### config.mk
export PLATFORM = sky130hd
export DESIGN_NAME = pwm_deadtime_irq
export DESIGN_NICKNAME = d
export VERILOG_FILES = /design/src/rtl/pwmdt_pkg.sv /design/src/rtl/pwmdt_ctrl.sv /design/src/rtl/pwmdt_datapath.sv /design/src/rtl/pwm_deadtime_irq.sv
export SDC_FILE = /design/constraint.sdc
export NUM_CORES = 1
export LEC_CHECK = 0
export BUFFER_PORTS_ARGS = -buffer_cell sky130_fd_sc_hd__buf_4
export CAP_MARGIN = 20
export CORE_ASPECT_RATIO = 1.1
export CORE_MARGIN = 2
export CORE_UTILIZATION = 45
export CTS_BUF_LIST = sky130_fd_sc_hd__clkbuf_16
export DETAILED_ROUTE_END_ITERATION = 12
export PLACE_DENSITY = 0.68
export SYNTH_ARGS = -nofsm -noshare
export SYNTH_HDL_FRONTEND = slang
export SYNTH_SLANG_ARGS = --single-unit
### constraint.sdc
create_clock -name clk -period 5.4 [get_ports clk]
set_input_delay 0.27 -clock clk [delete_from_list [all_inputs] [get_ports clk]]
set_output_delay 0.27 -clock clk [all_outputs]
set_load 0.03 [all_outputs]
### src/rtl/pwmdt_pkg.sv
package pwmdt_pkg;
  localparam int CODE_W = 3;
  localparam int CNT_W  = 1 << CODE_W;

  typedef enum logic [1:0] {
    IRQ_ALL_A = 2'b00,
    IRQ_ALL_B = 2'b01,
    IRQ_CAP   = 2'b10,
    IRQ_RC    = 2'b11
  } irqSel_e;

  typedef struct packed {
    logic [CNT_W-1:0] dwell;
  } dtCtl_t;
endpackage

### src/rtl/pwmdt_ctrl.sv
module pwmdt_ctrl
  import pwmdt_pkg::*;
(
  input  logic       clk,
  input  logic       rstN,
  input  logic       wrEn,
  input  logic [7:0] wrData,
  input  logic       reloadEvt,
  input  logic       compareEvt,
  input  logic       captureEvt,
  output logic [7:0] rdData,
  output logic       modeHigh,
  output logic       timerIrq,
  output dtCtl_t     dtCtl
);
  logic              modeQ;
  irqSel_e           selQ;
  logic [CODE_W-1:0] codeQ;
  logic              capFlagQ;
  logic              capQual, rcQual, fire;

  always_comb begin
    capQual = captureEvt && (selQ != IRQ_RC);
    rcQual  = (reloadEvt || compareEvt) && (selQ != IRQ_CAP);
    fire    = capQual || rcQual;
  end

  always_ff @(posedge clk or negedge rstN) begin
    if (!rstN) begin
      modeQ    <= 1'b0;
      selQ     <= IRQ_ALL_A;
      codeQ    <= '0;
      capFlagQ <= 1'b0;
      timerIrq <= 1'b0;
    end else begin
      timerIrq <= fire;
      if (fire) capFlagQ <= capQual;
      if (wrEn) begin
        modeQ <= wrData[7];
        selQ  <= irqSel_e'(wrData[6:5]);
        codeQ <= wrData[3:1];
      end
    end
  end

  always_comb begin
    dtCtl.dwell = (codeQ == '0) ? '0 : (CNT_W'(1) << codeQ);
    rdData      = {modeQ, selQ, 1'b0, codeQ, capFlagQ};
    modeHigh    = modeQ;
  end

  assert_irq_has_cause_R7: assert property (@(posedge clk) disable iff (!rstN)
    timerIrq |-> $past(reloadEvt || compareEvt || captureEvt));
  assert_flag_hold_R8: assert property (@(posedge clk) disable iff (!rstN)
    !timerIrq |-> $stable(capFlagQ));
  assert_cap_only_sets_R6: assert property (@(posedge clk) disable iff (!rstN)
    (timerIrq && $past(selQ == IRQ_CAP)) |-> capFlagQ);
endmodule

### src/rtl/pwmdt_datapath.sv
module pwmdt_datapath
  import pwmdt_pkg::*;
(
  input  logic   clk,
  input  logic   rstN,
  input  logic   pwmRaw,
  input  dtCtl_t dtCtl,
  output logic   outTrue,
  output logic   outComp
);
  logic             levelQ;
  logic             waitQ;
  logic [CNT_W-1:0] cntQ;
  logic             change;
  logic             expired;

  always_comb begin
    change  = pwmRaw != levelQ;
    expired = cntQ >= dtCtl.dwell;
  end

  always_ff @(posedge clk or negedge rstN) begin
    if (!rstN) begin
      levelQ  <= 1'b0;
      waitQ   <= 1'b1;
      cntQ    <= '0;
      outTrue <= 1'b0;
      outComp <= 1'b0;
    end else if (change) begin
      levelQ <= pwmRaw;
      if (dtCtl.dwell == '0) begin
        outTrue <= pwmRaw;
        outComp <= !pwmRaw;
        waitQ   <= 1'b0;
      end else begin
        outTrue <= 1'b0;
        outComp <= 1'b0;
        cntQ    <= CNT_W'(1);
        waitQ   <= 1'b1;
      end
    end else if (waitQ) begin
      if (expired) begin
        outTrue <= levelQ;
        outComp <= !levelQ;
        waitQ   <= 1'b0;
      end else begin
        cntQ <= cntQ + CNT_W'(1);
      end
    end
  end

  assert_no_overlap_R5: assert property (@(posedge clk) disable iff (!rstN)
    !(outTrue && outComp));
  assert_true_drops_R4: assert property (@(posedge clk) disable iff (!rstN)
    ($past(outTrue) && !$past(pwmRaw)) |-> !outTrue);
  assert_comp_drops_R4: assert property (@(posedge clk) disable iff (!rstN)
    ($past(outComp) && $past(pwmRaw)) |-> !outComp);
endmodule

### src/rtl/pwm_deadtime_irq.sv
module pwm_deadtime_irq
  import pwmdt_pkg::*;
(
  input  logic       clk,
  input  logic       rstN,
  input  logic       wrEn,
  input  logic [7:0] wrData,
  output logic [7:0] rdData,
  input  logic       pwmRaw,
  input  logic       reloadEvt,
  input  logic       compareEvt,
  input  logic       captureEvt,
  output logic       outTrue,
  output logic       outComp,
  output logic       timerIrq,
  output logic       modeHigh
);
  dtCtl_t dtCtl;

  pwmdt_ctrl i_ctrl (
    .clk(clk), .rstN(rstN), .wrEn(wrEn), .wrData(wrData),
    .reloadEvt(reloadEvt), .compareEvt(compareEvt), .captureEvt(captureEvt),
    .rdData(rdData), .modeHigh(modeHigh), .timerIrq(timerIrq), .dtCtl(dtCtl)
  );

  pwmdt_datapath i_dp (
    .clk(clk), .rstN(rstN), .pwmRaw(pwmRaw), .dtCtl(dtCtl),
    .outTrue(outTrue), .outComp(outComp)
  );
endmodule

Word-level counts from Yosys, hierarchy flattened
Index checks and enable logic that the tools add are counted.
{"block": "op_classes", "n_lt_le_gt_ge": 1, "eq_ne": 5, "n_addsub": 1, "n_reduce_logical": 12, "mux": 17, "n_shift": 1}
{"cell": "8-bit two-way mux", "count": 5}
{"cell": "1-bit two-way mux", "count": 12}
{"cell": "8-bit by 1-bit adder with 8-bit output (second input constant)", "count": 1}
{"cell": "8-bit >= comparator", "count": 1}
{"cell": "8-bit zero test", "count": 1}
{"cell": "1-bit by 3-bit << shifter with 8-bit output (first input constant)", "count": 1}
{"cell": "2-bit inequality test (second input constant)", "count": 3}
{"cell": "2-bit nonzero test", "count": 2}
{"cell": "3-bit zero test", "count": 1}
{"cell": "3-bit AND reduction", "count": 1}
{"cell": "1-bit logical AND", "count": 2}
{"cell": "1-bit zero test", "count": 2}
{"cell": "1-bit logical OR", "count": 2}
{"cell": "2-bit by 1-bit inequality test with 1-bit output (second input constant)", "count": 1}
{"cell": "2-bit AND reduction", "count": 1}
{"cell": "1-bit inequality test", "count": 1}
{"block": "totals", "elab_cells": 47, "reg_bits": 20, "output_inout_bits": 12, "in_bits": 15}

Depth between registers and ports, before layout
{"block": "logic_depth", "word_depth": 6, "mapped_depth": 11, "mapped_depth_nobuf": 9}

Modules after synthesis
A second synthesis with hierarchy kept.
{"block": "hier_totals", "cells_unflattened": 129, "hier_area_um2": 1286.2}
{"mod": "pwmdt_datapath", "instances": 1, "cells_per_inst": 94, "seq_area_each_um2": 301.5, "area_per_inst_um2": 852.1}
{"mod": "pwmdt_ctrl", "instances": 1, "cells_per_inst": 35, "seq_area_each_um2": 200.2, "area_per_inst_um2": 434.2}

Worst setup path after synthesis
OpenSTA, ideal clock, no wires.
{"block": "synth_path", "kind": "register to register", "from": "register i_ctrl.codeQ[1]", "to": "register i_dp.cntQ[4]", "required_ns": 5.276, "t_arrival_ns": 2.554, "setup_ns": 0.124, "stages_incl_launch_ff": 11, "n_path_buf": 2, "slack_ns": 2.722, "period_less_slack_ns": 2.678, "path_cell_list": "dfrtp_1 clkbuf_1 or3b_2 ha_1 nand2_1 a21o_1 a21oi_1 nor2_2 buf_6 and3_2 a211o_1"}
{"block": "synth_between", "elab_chain_len": 5, "elab_cells_between_ends": 8, "classes_between": "order compare: 1; eq/ne: 2; shift: 1; mux: 1; reduce/logical: 3"}
{"item": "from (decl)", "line_no": "pwmdt_ctrl.sv:18", "rtl": "logic [CODE_W-1:0] codeQ;"}
{"item": "from (signal assigned)", "line_no": "pwmdt_ctrl.sv:41", "rtl": "codeQ <= wrData[3:1];"}
{"item": "3-bit zero test or 1-bit by 3-bit << shifter with 8-bit output (tied branches)", "line_no": "pwmdt_ctrl.sv:47", "rtl": "dtCtl.dwell = (codeQ == '0) ? '0 : (CNT_W'(1) << codeQ);"}
{"item": "8-bit two-way mux *", "line_no": "pwmdt_ctrl.sv:47"}
{"item": "8-bit >= comparator or 8-bit zero test (tied branches)", "line_no": "pwmdt_datapath.sv:19, pwmdt_datapath.sv:31"}
{"item": "2-bit by 1-bit inequality test with 1-bit output (no source line) or 2-bit inequality test (tied branches)"}
{"item": "3-bit AND reduction (no source line) *"}
{"item": "to (signal assigned)", "line_no": "pwmdt_datapath.sv:47", "rtl": "cntQ <= cntQ + CNT_W'(1);"}
{"item": "to (decl)", "line_no": "pwmdt_datapath.sv:13", "rtl": "logic [CNT_W-1:0] cntQ;"}
Every way passes the cells marked *; elsewhere a longest branch is shown, timed or not.
A chain may end at the register's enable or synchronous reset.

Final worst setup path
{"block": "layout_path", "from": "register i_ctrl.codeQ[1]", "to": "register i_dp.cntQ[3]"}
Same word-level chain as after synthesis.

==> impl_metrics.tcl <==
set metrics [dict create \
    cap_viol_max_count 0 \
    initial_core_util_pct 47.27 \
    num_io_pins 27 \
    synth_top_area_share_pct 36.54 \
    peakVddDrop_uv 302.8 \
    cts_root_buffer "clkbuf_16" \
    drtIter0Drc 24 \
    synth_top_cells_by_count "19 x dfrtp_1, 13 x a21oi_1, 9 x nand2_1" \
    finalCriticalPeriod_ns 2.701 \
    synth_top_area_cell "dfrtp_1" \
    synth_area_leaders "dfrtp_1 37%, ha_1 7.7%, mux2_2 6.1%" \
    cpMaxStageDelayCell "dfrtp_1" \
    drt-total-wl_um 2517 \
    finalWeightedCongestion 0.7871 \
    status "complete, no violations" \
    rsz0062_at_grt "no" \
    grt_pass1_wl_um 4381 \
    track_usage_pct 16.88 \
    finClkSkew_ns 0.001207 \
    crit_path_max_incr_delay_ns 0.48 \
    dp_hpwl_um 1885 \
    final-max-slew-violation-count 0 \
    dieArea_mm2 0.003338 \
    clk_pin_slew_worst_paths_ns 0.06 \
    synth_edf_count 0 \
    critPathLaunchType "register" \
    vias_per_cell 5.644 \
    dr.pass1.iters 4 \
    vias 999 \
    syn_nets 151 \
    power_mw 0.5914 \
    synth_area_mm2 0.001301 \
    clkSinkCount 20 \
    synth-seq-area-share_pct 38.56 \
    area_growth_pct 19.13 \
    holdCritPathClass "in -> reg" \
    layout.cells.non_filler 177 \
    grt_max_degree 21 \
    layout_worst_path_cycle_share_pct 50.02 \
    cp_cell_sequence "nand3b_1, ha_1, a211o_1, a211oi_4, nand2_2, nor2_2, a21oi_1, a221o_1" \
    numPlacedInstances 172 \
    worstSetupPathType "reg -> reg" \
    htree_levels 1 \
    fmax_mhz 370.2 \
    required_ns 5.54 \
    power_frac_seq_pct 35.2 \
    crit_arrival_ns 2.84 \
    synth_cell_type_count 47 \
    setup_viol 0 \
    p_switching_mw 0.1887 \
    drcViolationCount 0 \
    cts_made_buffers 3 \
    cts_tree "done" \
    holdBufCountCts 1 \
    leakagePower_nw 0.7410 \
    powerDensity_mw_per_mm2 381.5 \
    pwr-share-clk_pct 34.5 \
    worst_pin_slew_ns 0.5383 \
    antenna_found_initial 0 \
    ctsResizeCount 0 \
    cp_max_fo 12 \
    post-cts-setup-buffer-count 0 \
    ant_nets 0 \
    pwr-share-comb_pct 30.3 \
    synthArstFlopShare_pct 100.0 \
    swShare_pct 31.91 \
    yosysMostFrequentCell "dfrtp_1" \
    synth_seq_cells 20 \
    drive_above_1_share_pct 32.64 \
    synth_cells 128 \
    ys_warn_count 0 \
    clk_path_buf_depth 2 \
    die_h_um 60.40 \
    insertion_delay_ns 0.25 \
    first_global_vias 988 \
    internal_power_mw 0.4027 \
    die_width_um 55.27 \
    core_area_mm2 0.002753 \
    endpoint_kind "register" \
    port_buffers 23 \
    diodes 0 \
    final-hold-violation-count 0 \
    fin_nets 168 \
    synth_ff_type "dfrtp_1" \
    avgSynthCellArea_um2 10.17 \
    avgRoutedWirePerCell_um 14.22 \
    placementRows 20 \
    grt_remaining_overflow 0 \
    setup_tns_ns 0 \
    relSlewSlack_pct 64.07 \
]
[per-layer routing]
metal	wire, µm	GRT usage, %
met5	0	0
met1	1066	18.75
met4	43	9.059
met3	124	3.838
met2	1282	30.78
[critical path, delay by kind of cell, from the launching register on]
kind | cells | cell delay, ns
and+or+nand+nor | 3 | 0.73
adders and majority gates | 1 | 0.30
DFF | 1 | 0.48
AOI/OAI and AO/OA | 4 | 1.08
[final timing paths]
check,to,startpoint,slack (ns),cells past startpoint
worst max-delay path,i_dp.cntQ[3],i_ctrl.codeQ[1],2.70,8
worst max register to register,i_dp.cntQ[3],i_ctrl.codeQ[1],2.70,8
worst min register to register,i_ctrl.capFlagQ,i_ctrl.capFlagQ,0.50,1
max in group asynchronous,i_dp.waitQ,rstN,4.70,2
min in group asynchronous,i_dp.outComp,rstN,0.43,2
worst min-delay path,i_dp.levelQ,pwmRaw,0.22,1
[registers in the layout, summed over array words and instances, names as in the netlist]
signal and cells:
i_dp.waitQ 1, i_dp.levelQ 1, i_ctrl.capFlagQ 1, i_dp.outTrue 1, i_ctrl.modeHigh 1, i_dp.outComp 1
i_dp.cntQ 8, i_ctrl.selQ 2, i_ctrl.codeQ 3, i_ctrl.timerIrq 1
[power groups by stage]
stage / sequential, mW / combinational (mW) / clock (mW)
floorplan: 0.219 / 0.123 / 0
global placement: 0.209 / 0.171 / 0
detailed placement: 0.210 / 0.178 / 0
CTS: 0.208 / 0.181 / 0.207
global route: 0.213 / 0.198 / 0.214
finish: 0.208 / 0.179 / 0.204
[through the flow]
step                hold slack, ns  worst slack [ns]  util, %  cell area, µm²
finish                      0.2184             2.699    56.32            1550
global route                0.2140             2.522    56.32            1550
CTS                         0.2170             2.709    56.32            1550
detailed placement          0.1658             2.729    52.14            1435
global placement            0.1630             2.774    52.14            1435
floorplan                 -0.02559             2.722        -            1301
[final cells by class]
cell class,instances,area (µm²)
Inverter,4,15.01
Clock buffer,3,75.07
Multi-Input combinational cell,92,704.4
Clock inverter,1,30.03
Sequential cell,20,501.7
Fill cell,245,1202
Tap cell,33,41.29
Timing Repair Buffer,24,182.7
[layout by cell type (no fill, tap or decap), types with 3 or more instances in the layout]
cell type	instances
a211o_1	3
nand2_1	9
buf_4	23
a21oi_1	13
clkbuf_16	3
nand3b_1	3
ha_1	8
dfrtp_1	19
mux2_2	7
inv_1	4
nor2_1	6
[kinds of logic after synthesis]
family	synth area share, %
compound gates	18.27
xor+xnor	2.789
fa+ha+maj	7.693
buf+inv	7.307
flops	38.56
mux	7.597
other cells	0.2882
simple gates	17.50
(Power assumes the default switching activity.)
